$ cat src/rtl/ipipe_pkg.sv
package ipipe_pkg;
  typedef enum logic [1:0] {
    OP_XOR = 2'b00,
    OP_ADD = 2'b01,
    OP_LDI = 2'b10,
    OP_SUB = 2'b11
  } op_e;

  localparam int NSTAGE = 5;
  localparam int OLDER  = 2;  // stages checked for hazards: translate, execute
endpackage

$ cat src/rtl/ipipe_alu.sv
module ipipe_alu
  import ipipe_pkg::*;
#(
  parameter int DATA_W = 16
) (
  input  op_e               op,
  input  logic [DATA_W-1:0] a,
  input  logic [DATA_W-1:0] b,
  output logic [DATA_W-1:0] y
);
  always_comb begin
    case (op)
      OP_XOR:  y = a ^ b;
      OP_ADD:  y = a + b;
      OP_SUB:  y = a - b;
      default: y = b;  // load-immediate: operand b carries the immediate
    endcase
  end
endmodule

$ cat src/rtl/ipipe_regfile.sv
module ipipe_regfile #(
  parameter int DATA_W = 16,
  parameter int NREG   = 8,
  parameter int NRD    = 2,
  localparam int RA_W  = $clog2(NREG)
) (
  input  logic              clk,
  input  logic              we,
  input  logic [RA_W-1:0]   waddr,
  input  logic [DATA_W-1:0] wdata,
  input  logic [RA_W-1:0]   raddr [NRD],
  output logic [DATA_W-1:0] rdata [NRD]
);
  logic [DATA_W-1:0] mem [NREG];

  always_ff @(posedge clk) begin
    if (we) mem[waddr] <= wdata;
  end

  // The write lands early in the cycle: a reader in the same cycle sees it.
  for (genvar p = 0; p < NRD; p++) begin : g_rd
    assign rdata[p] = (we && waddr == raddr[p]) ? wdata : mem[raddr[p]];
  end
endmodule

$ cat src/rtl/ipipe_hazard.sv
module ipipe_hazard
  import ipipe_pkg::*;
#(
  parameter int RA_W = 3
) (
  input  logic            dec_valid,
  input  logic            dec_reads,
  input  logic [RA_W-1:0] dec_rs1,
  input  logic [RA_W-1:0] dec_rs2,
  input  logic            old_valid [OLDER],
  input  logic [RA_W-1:0] old_rd    [OLDER],
  output logic            stall
);
  always_comb begin
    stall = 1'b0;
    for (int s = 0; s < OLDER; s++) begin
      if (dec_valid && dec_reads && old_valid[s] &&
          (old_rd[s] == dec_rs1 || old_rd[s] == dec_rs2))
        stall = 1'b1;
    end
  end
endmodule

$ cat src/rtl/interlock_pipe5.sv
module interlock_pipe5
  import ipipe_pkg::*;
#(
  parameter int DATA_W = 16,
  parameter int NREG   = 8,
  parameter int CNT_W  = 16,
  localparam int RA_W  = $clog2(NREG)
) (
  input  logic              clk,
  input  logic              rst,
  input  logic              in_valid,
  output logic              in_ready,
  input  logic [1:0]        in_op,
  input  logic [RA_W-1:0]   in_rd,
  input  logic [RA_W-1:0]   in_rs1,
  input  logic [RA_W-1:0]   in_rs2,
  input  logic [DATA_W-1:0] in_imm,
  output logic [NSTAGE-1:0] stage_busy,
  output logic              ret_valid,
  output logic [RA_W-1:0]   ret_rd,
  output logic [DATA_W-1:0] ret_data,
  output logic [CNT_W-1:0]  ret_count
);
  typedef struct packed {
    op_e               op;
    logic [RA_W-1:0]   rd;
    logic [RA_W-1:0]   rs1;
    logic [RA_W-1:0]   rs2;
    logic [DATA_W-1:0] imm;
  } instr_t;

  logic              f_v, d_v, t_v, x_v, w_v;
  instr_t            f_q, d_q;
  op_e               t_op;
  logic [RA_W-1:0]   t_rd, x_rd, w_rd;
  logic [DATA_W-1:0] t_a, t_b, x_res, w_res, alu_y;
  logic              stall, adv;
  logic [RA_W-1:0]   rf_ra [2];
  logic [DATA_W-1:0] rf_rd [2];
  logic              old_v [OLDER];
  logic [RA_W-1:0]   old_rd [OLDER];

  assign adv      = !stall;
  assign in_ready = adv;

  // fetch
  always_ff @(posedge clk) begin
    if (rst) f_v <= 1'b0;
    else if (adv) begin
      f_v <= in_valid;
      f_q <= '{op: op_e'(in_op), rd: in_rd, rs1: in_rs1, rs2: in_rs2, imm: in_imm};
    end
  end

  // primary decode
  always_ff @(posedge clk) begin
    if (rst) d_v <= 1'b0;
    else if (adv) begin
      d_v <= f_v;
      d_q <= f_q;
    end
  end

  assign old_v[0]  = t_v;
  assign old_rd[0] = t_rd;
  assign old_v[1]  = x_v;
  assign old_rd[1] = x_rd;

  ipipe_hazard #(.RA_W(RA_W)) u_haz (
    .dec_valid (d_v),
    .dec_reads (d_q.op != OP_LDI),
    .dec_rs1   (d_q.rs1),
    .dec_rs2   (d_q.rs2),
    .old_valid (old_v),
    .old_rd    (old_rd),
    .stall     (stall)
  );

  assign rf_ra[0] = d_q.rs1;
  assign rf_ra[1] = d_q.rs2;

  ipipe_regfile #(.DATA_W(DATA_W), .NREG(NREG), .NRD(2)) u_rf (
    .clk   (clk),
    .we    (w_v),
    .waddr (w_rd),
    .wdata (w_res),
    .raddr (rf_ra),
    .rdata (rf_rd)
  );

  // translate: operands latched, bubble while decode is held
  always_ff @(posedge clk) begin
    if (rst) t_v <= 1'b0;
    else     t_v <= d_v && adv;
    t_op <= d_q.op;
    t_rd <= d_q.rd;
    t_a  <= rf_rd[0];
    t_b  <= (d_q.op == OP_LDI) ? d_q.imm : rf_rd[1];
  end

  ipipe_alu #(.DATA_W(DATA_W)) u_alu (.op(t_op), .a(t_a), .b(t_b), .y(alu_y));

  // execute and write-back
  always_ff @(posedge clk) begin
    if (rst) begin
      x_v <= 1'b0;
      w_v <= 1'b0;
    end else begin
      x_v <= t_v;
      w_v <= x_v;
    end
    x_rd  <= t_rd;
    x_res <= alu_y;
    w_rd  <= x_rd;
    w_res <= x_res;
  end

  always_ff @(posedge clk) begin
    if (rst)      ret_count <= '0;
    else if (w_v) ret_count <= ret_count + CNT_W'(1);
  end

  assign stage_busy = {w_v, x_v, t_v, d_v, f_v};
  assign ret_valid  = w_v;
  assign ret_rd     = w_rd;
  assign ret_data   = w_res;

  p_bubble_r4: assert property (@(posedge clk) disable iff (rst)
    stall |=> !t_v);
  p_hold_dec_r4: assert property (@(posedge clk) disable iff (rst)
    stall |=> (d_v && $stable(d_q)));
  p_accept_r3: assert property (@(posedge clk) disable iff (rst)
    (in_valid && in_ready) |=> f_v);
  p_count_step_r8: assert property (@(posedge clk) disable iff (rst)
    ret_valid |=> ret_count == $past(ret_count) + CNT_W'(1));
  p_count_idle_r8: assert property (@(posedge clk) disable iff (rst)
    !ret_valid |=> $stable(ret_count));
endmodule

$ cat config.mk
export PLATFORM = sky130hd
export DESIGN_NAME = interlock_pipe5
export DESIGN_NICKNAME = d
export VERILOG_FILES = /design/src/rtl/ipipe_pkg.sv /design/src/rtl/ipipe_alu.sv /design/src/rtl/ipipe_regfile.sv /design/src/rtl/ipipe_hazard.sv /design/src/rtl/interlock_pipe5.sv
export SDC_FILE = /design/constraint.sdc
export NUM_CORES = 1
export LEC_CHECK = 0
export BUFFER_PORTS_ARGS = -buffer_cell sky130_fd_sc_hd__buf_2
export CORE_MARGIN = 3
export CORE_UTILIZATION = 55
export CTS_BUF_LIST = sky130_fd_sc_hd__clkbuf_4
export DETAILED_ROUTE_END_ITERATION = 8
export PLACE_DENSITY = 0.82
export SYNTH_ARGS = -nofsm -noshare
export SYNTH_HDL_FRONTEND = slang
export SYNTH_SLANG_ARGS = --single-unit
$ cat constraint.sdc
create_clock -name clk -period 9.5 [get_ports clk]
set_input_delay 1.425 -clock clk [delete_from_list [all_inputs] [get_ports clk]]
set_output_delay 1.425 -clock clk [all_outputs]
set_load 0.01 [all_outputs]
# Word-level counts from Yosys, hierarchy flattened
# Memories as Yosys holds them, arrays and structs flattened. A register that Yosys moved wholly into a read port is not among the register bits.
# Index checks and enable logic that the tools add are counted.
# W data, S select, Z words.
# word_totals
ramBits	128
out_inout_bits	42
n_memories	1
ff_bits	134
# op_classes
n_mux	8
reduce_logical	12
n_addsub	3
n_eq_ne	9
bitwise_logic	3
# memory_table
name	words	word_bits	read_ports	rd_clocked_by_memory_dff	write_ports	line_no	text
u_rf.mem	8	16	2	2	1	ipipe_regfile.sv:14	logic [DATA_W-1:0] mem [NREG];
# op_table
op	n
$pmux W16 S3	1
$mux W16	2
$add A16 B1 Y16 const B	1
$add A16 B16 Y16	1
$sub A16 B16 Y16	1
$xor A16 B16 Y16	1
$eq A3 B3 Y1	5
$logic_and A1 B1 Y1	7
$eq A2 B2 Y1 const B	2
$mux W1	4
$mux W3	1
$eq A2 B1 Y1 const B	1
$logic_not A2 Y1	1
$logic_or A1 B1 Y1	2
$ne A2 B2 Y1 const B	1
$not A1 Y1	2
$reduce_and A2 Y1	1
$logic_not A1 Y1	1

# Depth between registers and ports, before layout
# Gate-level depths: netlist of run 1.
# logic_depth
ltp_word	9
mapped_depth	16
ltp_nobuf	15

# By module
# A second synthesis of run 1 with hierarchy kept.
# hier_totals
hier_cells	807
hier_area_um2	12553.3
# modules_own_cells
module	instances	area_per_inst_um2	seq_area_each_um2	cells_per_inst
ipipe_regfile	1	6561.3	3843.7	301
interlock_pipe5	1	4257.8	3543.4	252
ipipe_alu	1	1584.0	0.0	234
ipipe_hazard	1	150.1	0.0	20

# Least setup slack after synthesis of run 1
# OpenSTA, ideal clock, no wires.
# synth_path
path_type	input to register
from	in rst
to	reg (tool-made name)
cell_stages	2
arrival_time_ns	4.305
slack_ns	5.072
required_ns	9.377
cell_sequence	nor2_1 -> mux2_2
# synth_lines
item	line_no	text
start, declared	interlock_pipe5.sv:10	input logic rst,

==> results of run 1 <==
==> flip-flops by register name, summed over array words and instances, names as in the netlist, named ones only <==
name and cells:
d_q 27, d_v 1, f_q 27, f_v 1, ret_count 16, ret_data 16
ret_rd 3, ret_valid 1, t_b 16, t_op 2, t_rd 3, t_v 1
u_rf.mem 128, x_rd 3, x_res 16, x_v 1
==> synth_stat cells, types with 2 or more instances <==
library cell / number / area share, %
nand3_1: 6 / 0.26
ha_1: 17 / 1.8
and2_1: 2 / 0.11
dfxtp_1: 86 / 15
o21a_1: 2 / 0.13
o22ai_1: 3 / 0.16
mux2i_1: 22 / 1.9
and3_1: 4 / 0.22
o31ai_1: 5 / 0.33
mux2_2: 17 / 1.7
edfxtp_1: 182 / 47
clkbuf_1: 28 / 0.91
o211ai_1: 4 / 0.26
nor3_1: 8 / 0.35
xnor2_1: 34 / 2.6
nand2_1: 56 / 1.8
a31oi_1: 2 / 0.11
or3_1: 4 / 0.22
nand3b_1: 2 / 0.13
mux4_2: 64 / 12
nor2b_1: 5 / 0.27
buf_4: 5 / 0.33
buf_2: 9 / 0.39
a21o_1: 4 / 0.26
nand2b_1: 21 / 1.1
inv_1: 7 / 0.23
nor2_1: 47 / 1.5
o21ai_0: 48 / 2.1
nand4_1: 7 / 0.38
buf_1: 2 / 0.065
a211oi_1: 4 / 0.26
xor2_1: 32 / 2.4
a31o_2: 2 / 0.15
a21oi_1: 29 / 1.3
==> stage by stage <==
| step | setup slack, ps | hold WS, ps |
|---|---|---|
| after global placement | 5510 | 310 |
| final | 5410 | 325 |
| after global routing | 5090 | 334 |
| after CTS | 5350 | 326 |
| after detailed placement | 5460 | 312 |
| after floorplan | 5070 | 310 |
==> worst max-delay path: stages, from the launching register on <==
cell and delay (ps):
dfxtp_2 710, buf_4 440, mux4_2 540, mux2_2 300
ha_1 360, nor2b_1 160, o21a_1 170, o21ai_0 500
a211oi_1 160, a211oi_1 380, a31o_2 220, nor2_1 30
==> power by group through the flow <==
stage          Combinational, mW  Sequential [mW]  Clock, mW
2_1_floorplan              0.250             1.47          0
3_3_place_gp               0.338             1.49          0
3_5_place_dp               0.343             1.50          0
4_1_cts                    0.347             1.47       1.09
5_1_grt                    0.384             1.49       1.16
6_report                   0.346             1.47       1.07
==> layer usage <==
metal  up-vias  wire (um)  share of wire, %  GRT usage [%]
li1       3246          -                 -              -
met5         -          0                 0              0
met1      3468      10100                41           29.8
met4         0        560               2.3           8.11
met2       313      11800                48           35.6
met3        57       1920               7.9           5.95
==> how the worst min path moves through the flow <==
| stage | slack [ps] | start | cells after the start | endpoint |
|---|---|---|---|---|
| after floorplan | 310 | x_res[0] | 0 | ret_data[0] |
| after global placement | 310 | x_res[6] | 0 | ret_data[6] |
| after detailed placement | 310 | x_res[8] | 0 | ret_data[8] |
| after CTS | 330 | x_res[7] | 0 | ret_data[7] |
| after global routing | 330 | x_res[10] | 0 | ret_data[10] |
| final | 320 | x_res[7] | 0 | ret_data[7] |
==> final cells by class <==
cell class	count	share of cell area (%)
clock buffers	97	5.54
well taps	270	2.57
inverters	7	0.200
multi-input cells	466	31.5
flip-flops and latches	268	54.7
repair buffers	88	3.67
clock inverters	25	1.82
diodes	1	0.0190
==> cell families (layout without fill, tap and decap cells) <==
family                   Yosys count  in the layout  share of synthesized area (%)
flip-flops                       268            268                           62.3
AND/OR/NAND/NOR                  170            170                           7.16
other                              0              1                              0
XOR/XNOR                          66             66                           5.01
multiplexers                     103            103                           16.1
buffers and inverters             51            217                           1.92
adder cells (fa/ha/maj)           18             18                           2.02
AO/OA/AOI/OAI                    109            109                           5.54
==> impl_metrics.py, run 1 <==
metrics = {
    "clocking": {
        "clock_latency_ps": 670,
        "post_cts_buffers": 0,
        "cts_tree": "yes",
        "cts_resized": 0,
        "htreeDepth": 3,
        "clk_path_buf_depth": 3,
        "clockRootBuffer": "clkbuf_4",
        "cts_buffers": 67,
        "cts-hold-fix-buffers": 0,
        "cts.sinks": 268,
        "cts.reportedPaths.clkPinSlew_ps": 70,
    },
    "floorplanning": {
        "start_util_pct": 56.5,
        "die_area_um2": 22800,
        "dieHeight_um": 151,
        "placementRows": 52,
        "fp.dieW_um": 151,
        "core_um2": 20400,
        "io_pins": 72,
    },
    "synth": {
        "synth_edf_count": 182,
        "synth_cell_types": 49,
        "synth_seq_area_share_pct": 62.3,
        "syn_area_um2": 11500,
        "synthCells": 785,
        "synthArstFlopShare_pct": 0,
        "synthesis.nets": 833,
        "syn_area_per_cell_um2": 14.7,
        "ys_seq_elements": 268,
        "synth_flop_cell": "edfxtp_1",
        "yosysWarnings": 0,
    },
    "timing": {
        "timing.final.crit_share_pct": 43.0,
        "worst_pin_slew_ps": 1060,
        "clock.fmax_mhz": 245,
        "fin_crit_ps": 4090,
        "rsz0062_at_grt": "no",
        "skew_ps": 48.4,
        "finalSetupViolations": 0,
        "final.setup.tns_ps": 0,
        "drv_slew": 0,
        "hold_violations": 0,
        "slew_headroom_pct": 29.1,
    },
    "cells_and_area": {
        "finish.utilization_pct": 64.4,
        "regArea_um2": 7190,
        "multi_input_area_um2": 4150,
        "mostFrequentLayoutCells": "edfxtp_1, clkbuf_4, dfxtp_1",
        "drive_above_1_share_pct": 30.7,
        "areaGrowthSynthToFinish_pct": 14.0,
        "layout.nets": 946,
        "fillers": 1466,
        "final_common_cell": "edfxtp_1",
        "finalNonFillerCells": 1222,
        "fin_area_um2": 13200,
    },
    "setup_path": {
        "crit_end": "x_res[12]",
        "critPathMaxFanout": 17,
        "cp_data_required_time_ps": 10050,
        "cp-start-kind": "flip-flop",
        "r2r-end": "x_res[12]",
        "critPathArrivalTime_ps": 4640,
        "r2r_cells": 11,
        "rrSetupSlack_ps": 5410,
        "endpoint_kind": "flip-flop",
        "crit_type": "flip-flop to flip-flop",
    },
    "pwr": {
        "power_switching_mw": 0.739,
        "power_frac_seq_pct": 51.0,
        "leakagePower_nw": 4.85,
        "power_mw": 2.88,
        "clockPowerShare_pct": 37.0,
        "power.internal_mw": 2.15,
        "swShare_pct": 25.6,
        "powerDensity_nw_per_um2": 219,
        "ir_drop_mv": 0.146,
        "combPwrFrac_pct": 12.0,
    },
    "route": {
        "drtIter0Drc": 618,
        "route.detailed.drc": 0,
        "post_drt_wl_per_cell_um": 19.9,
        "num_vias": 7084,
        "antenna_left": 0,
        "via_per_inst": 5.80,
        "first_pass_iters": 5,
        "wl_mm": 24.3,
    },
    "grt": {
        "grt_pass1_vias": 7233,
        "grtUsageTotal_pct": 22.3,
        "antenna_found_initial": 1,
        "grt_max_degree": 37,
        "overflow": 0,
        "grt_first_pass_wirelength_mm": 38.4,
    },
    "placed_design": {
        "port-buffer-count": 71,
        "gp_congestion": 0.910,
        "hpwl_mm": 15.1,
        "place_area_um2": 12200,
        "dp_cells": 1099,
    },
    "outcome": {
        "outcome": "complete, no violations",
    },
    "flow_run": {
        "max-cap-violations": 0,
    },
    "hold_path": {
        "hp-class": "flip-flop to flip-flop",
    },
}
Power figures use the tool's default switching activity.
==> run 2, diff against run 1 <==
clock period = 3.9 ns   (was 9.5 ns; I/O delays follow)
==> run 2 against run 1 <==
Non-clock buffer count is 5 higher. Setup slack worse by 5000 ps. First-iteration DRC count is 17% lower. Critical path depth stayed put. Sequential power is 140% higher. Utilization is 0.31 points higher. Worst hold slack worse by 220 ps. Critical path type unchanged. Largest cell class unchanged. Highest routed layer unchanged.
==> impl_metrics.py, run 2 (synthesized netlist as in run 1, its figures left out) <==
metrics = {
    "outcome": {
        "outcome": "complete, no violations",
    },
    "setup_path": {
        "r2r-end": "x_res[15]",
        "rrSetupSlack_ps": 400,
        "critPathArrivalTime_ps": 4070,
        "crit_type": "flip-flop to flip-flop",
        "cp_data_required_time_ps": 4470,
        "endpoint_kind": "flip-flop",
        "r2r_cells": 11,
        "critPathMaxFanout": 31,
        "cp-start-kind": "flip-flop",
    },
    "floorplanning": {
        "start_util_pct": 56.5,
        "dieHeight_um": 151,
        "core_um2": 20400,
        "placementRows": 52,
        "fp.dieW_um": 151,
        "io_pins": 72,
        "die_area_um2": 22800,
    },
    "timing": {
        "worst_pin_slew_ps": 944,
        "skew_ps": 44.5,
        "slew_headroom_pct": 36.8,
        "fin_crit_ps": 3500,
        "drv_slew": 0,
        "timing.final.crit_share_pct": 89.7,
        "hold_violations": 0,
        "finalSetupViolations": 0,
        "worst_slack_ps": 403,
        "rsz0062_at_grt": "no",
        "holdWs_ps": 103,
        "final.setup.tns_ps": 0,
        "clock.fmax_mhz": 286,
    },
    "cells_and_area": {
        "largest-register": "u_rf.mem",
        "largest_reg_flops": 128,
        "final_common_cell": "edfxtp_1",
        "layout.nets": 953,
        "mostFrequentLayoutCells": "edfxtp_1, clkbuf_4, dfxtp_1",
        "fin_area_um2": 13200,
        "diodes": 0,
        "finalNonFillerCells": 1231,
        "drive_above_1_share_pct": 31.6,
        "finish.utilization_pct": 64.7,
        "areaGrowthSynthToFinish_pct": 14.6,
        "top_regs": "u_rf.mem (128), d_q (27), f_q (27)",
    },
    "hold_path": {
        "hp-class": "input port to flip-flop",
        "hold_depth": 1,
        "hold_end": "f_q[1]",
        "hp-start": "in_imm[1]",
    },
    "pwr": {
        "leakagePower_nw": 4.89,
        "power_mw": 7.02,
        "ir_drop_mv": 0.308,
        "powerDensity_nw_per_um2": 531,
    },
    "route": {
        "first_pass_iters": 5,
        "wl_mm": 24.0,
        "route.detailed.drc": 0,
        "drtIter0Drc": 512,
        "num_vias": 6940,
        "post_drt_wl_per_cell_um": 19.5,
        "via_per_inst": 5.64,
        "antenna_left": 0,
    },
    "clocking": {
        "cts_tree": "yes",
        "cts_resized": 0,
        "post_cts_buffers": 0,
        "cts-hold-fix-buffers": 0,
        "cts.sinks": 268,
        "clockRootBuffer": "clkbuf_4",
        "clk_path_buf_depth": 3,
        "cts_buffers": 69,
        "htreeDepth": 3,
        "clock_latency_ps": 670,
        "cts.reportedPaths.clkPinSlew_ps": 70,
    },
    "grt": {
        "grt_pass1_vias": 7237,
        "overflow": 0,
        "grt_max_degree": 37,
        "antenna_found_initial": 0,
        "grt_first_pass_wirelength_mm": 37.8,
        "grtUsageTotal_pct": 21.9,
    },
    "placed_design": {
        "place_area_um2": 12200,
        "gp_congestion": 0.965,
        "port-buffer-count": 71,
        "hpwl_mm": 15.1,
        "pre_cts_slack_ps": 418,
        "dp_cells": 1104,
    },
    "flow_run": {
        "max-cap-violations": 0,
    },
}
[run 2: area by class of cell]
cell class	instances	area [um^2]
repair buffers	93	546
well taps	270	338
clock buffers	107	803
flip-flops and latches	268	7190
inverters	7	26.3
multi-input cells	466	4150
fillers	1465	7210
clock inverters	20	166
[run 2: metal layers]
| layer | vias up | wire (um) | GRT usage (%) |
|---|---|---|---|
| met5 | - | 0 | 0 |
| met4 | 0 | 562 | 8.20 |
| met3 | 50 | 1550 | 6.01 |
| met2 | 240 | 11700 | 35.4 |
| met1 | 3399 | 10100 | 28.8 |
| li1 | 3251 | - | - |
[run 2: worst max path at each step]
stage	to	slack, ps	startpoint	cells past startpoint
floorplan	x_res[15]	710	flip-flop	12
global placement	x_res[15]	520	flip-flop	12
detailed placement	x_res[15]	420	flip-flop	12
CTS	x_res[15]	390	flip-flop	12
global route	x_res[15]	100	flip-flop	12
finish	x_res[15]	400	flip-flop	11
[run 2: critical path: stages (launching register included)]
cell      delay, ps
dfxtp_2         350
buf_12          270
mux4_2          550
mux2_2          300
ha_1            390
a21oi_1         250
o21ai_0         150
a31oi_1         320
nand2_1         140
xor2_1          200
a221oi_2        320
xnor2_1         140
[run 2: report_power, final]
group          switching (mW)  internal (mW)  leakage (nW)
sequential              0.242           3.35          2.39
combinational           0.447          0.401          1.92
clock                    1.12           1.46         0.569
total                    1.81           5.21          4.89
==> run 3, diff against run 2 <==
CORE_ASPECT_RATIO = 1.5   (was unset)
SLEW_MARGIN = 20   (was unset)
==> run 3 against run 2 <==
Clock skew shrank 12 ps. Final area shrank 1.4%. Final cell count shrank 1.9%. Sequential power is essentially flat. Utilization shrank 1.2 points. Clock power shrank 17%. Sequential share of layout area grew 0.80 points. Wire length grew 4.0%. Flip-flop and latch count is the same. Non-clock buffer count grew 2. Global-route usage is essentially flat. Largest power group unchanged. Combinational power grew 2.9%.
==> impl_metrics.py, run 3 (synthesized netlist as in run 1, its figures left out) <==
metrics = {
    "clocking": {
        "cts-hold-fix-buffers": 0,
        "htreeDepth": 2,
        "clock_latency_ps": 640,
        "cts_buffers": 56,
        "cts_resized": 0,
        "cts.sinks": 268,
        "clockRootBuffer": "clkbuf_4",
        "clk_path_buf_depth": 3,
        "cts.reportedPaths.clkPinSlew_ps": 80,
        "cts_tree": "yes",
        "post_cts_buffers": 0,
    },
    "pwr": {
        "power_switching_mw": 1.74,
        "clockPowerShare_pct": 32.2,
        "powerDensity_nw_per_um2": 507,
        "combPwrFrac_pct": 13.2,
        "leakagePower_nw": 4.78,
        "power_frac_seq_pct": 54.5,
        "ir_drop_mv": 0.467,
        "swShare_pct": 26.4,
        "power.internal_mw": 4.86,
    },
    "timing": {
        "slew_headroom_pct": 24.4,
        "hold_violations": 0,
        "clock.fmax_mhz": 287,
        "final.setup.tns_ps": 0,
        "skew_ps": 32.2,
        "holdWs_ps": 107,
        "worst_pin_slew_ps": 1130,
        "timing.final.crit_share_pct": 89.4,
        "rsz0062_at_grt": "no",
        "finalSetupViolations": 0,
        "fin_crit_ps": 3490,
        "drv_slew": 0,
    },
    "setup_path": {
        "critPathArrivalTime_ps": 4010,
        "cp_data_required_time_ps": 4420,
        "critPathMaxFanout": 31,
        "cp-start-kind": "flip-flop",
        "endpoint_kind": "flip-flop",
        "crit_type": "flip-flop to flip-flop",
    },
    "cells_and_area": {
        "drive_above_1_share_pct": 29.7,
        "largest_reg_flops": 128,
        "fillers": 1542,
        "regArea_um2": 7190,
        "final_common_cell": "edfxtp_1",
        "top_regs": "u_rf.mem (128), d_q (27), f_q (27)",
        "layout.nets": 942,
        "multi_input_area_um2": 4150,
        "mostFrequentLayoutCells": "edfxtp_1, dfxtp_1, clkbuf_4",
        "areaGrowthSynthToFinish_pct": 12.9,
        "largest-register": "u_rf.mem",
    },
    "floorplanning": {
        "fp.dieW_um": 124,
        "die_area_um2": 22800,
        "core_um2": 20500,
        "placementRows": 64,
        "dieHeight_um": 183,
        "start_util_pct": 56.3,
        "io_pins": 72,
    },
    "route": {
        "via_per_inst": 5.80,
        "drtIter0Drc": 383,
        "num_vias": 7001,
        "post_drt_wl_per_cell_um": 20.6,
        "antenna_left": 0,
        "route.detailed.drc": 0,
        "first_pass_iters": 5,
        "wl_mm": 24.9,
    },
    "hold_path": {
        "hp-class": "input port to flip-flop",
        "hp-start": "in_imm[2]",
    },
    "grt": {
        "grt_pass1_vias": 7359,
        "grtUsageTotal_pct": 22.0,
        "grt_first_pass_wirelength_mm": 39.0,
        "antenna_found_initial": 1,
        "grt_max_degree": 37,
        "overflow": 0,
    },
    "placed_design": {
        "gp_congestion": 0.915,
        "hpwl_mm": 16.9,
        "port-buffer-count": 71,
    },
    "flow_run": {
        "max-cap-violations": 0,
    },
    "outcome": {
        "outcome": "complete, no violations",
    },
}
[run 3: power groups by stage]
stage | logic (mW) | clock network (mW) | registers (mW)
finish | 0.873 | 2.13 | 3.60
CTS | 0.878 | 2.19 | 3.60
floorplan | 0.610 | 0 | 3.57
detailed placement | 0.873 | 0 | 3.66
global placement | 0.862 | 0 | 3.65
global route | 0.958 | 2.32 | 3.63
[run 3: critical path, stage by stage, from the launching register on]
cell	delay [ps]
dfxtp_2	340
buf_12	250
mux4_2	540
mux2i_1	410
inv_1	90
ha_1	290
nand2b_1	80
a211oi_1	340
o21ai_0	260
a21o_1	230
a311oi_2	300
a221oi_2	70
xnor2_1	150
[run 3: final cells by class]
type	instances	area share, %
clock inverters	24	1.17
repair buffers	95	4.30
clock buffers	82	4.73
well taps	264	2.54
inverters	7	0.202
flip-flops and latches	268	55.2
diodes	1	0.0192
multi-input cells	466	31.9
[run 3: metrics by stage]
stage	area, um^2	std cells	setup slack [ps]	util, %	total power, mW
6_report	13000	1207	412	63.5	6.60
5_1_grt	13000	1207	84.6	63.5	6.91
4_1_cts	13000	1206	367	63.5	6.66
3_5_place_dp	12300	1100	378	59.8	4.54
3_3_place_gp	12300	1100	503	59.8	4.51
2_1_floorplan	11500	785	705	-	4.18
[run 3: final timing paths]
path	to	slack, ps	depth (start not counted)
worst max-delay path	x_res[15]	410	12
worst max register to register	x_res[15]	410	12
worst min register to register	ret_data[2]	320	0
worst min-delay path	f_q[2]	110	1
[run 3: routing by layer]
layer | global-route usage [%] | vias up | wire, um
li1 | - | 3225 | -
met1 | 23.2 | 3442 | 8460
met2 | 41.8 | 263 | 13900
met3 | 3.18 | 71 | 1210
met4 | 12.2 | 0 | 1320
met5 | 0 | - | 0
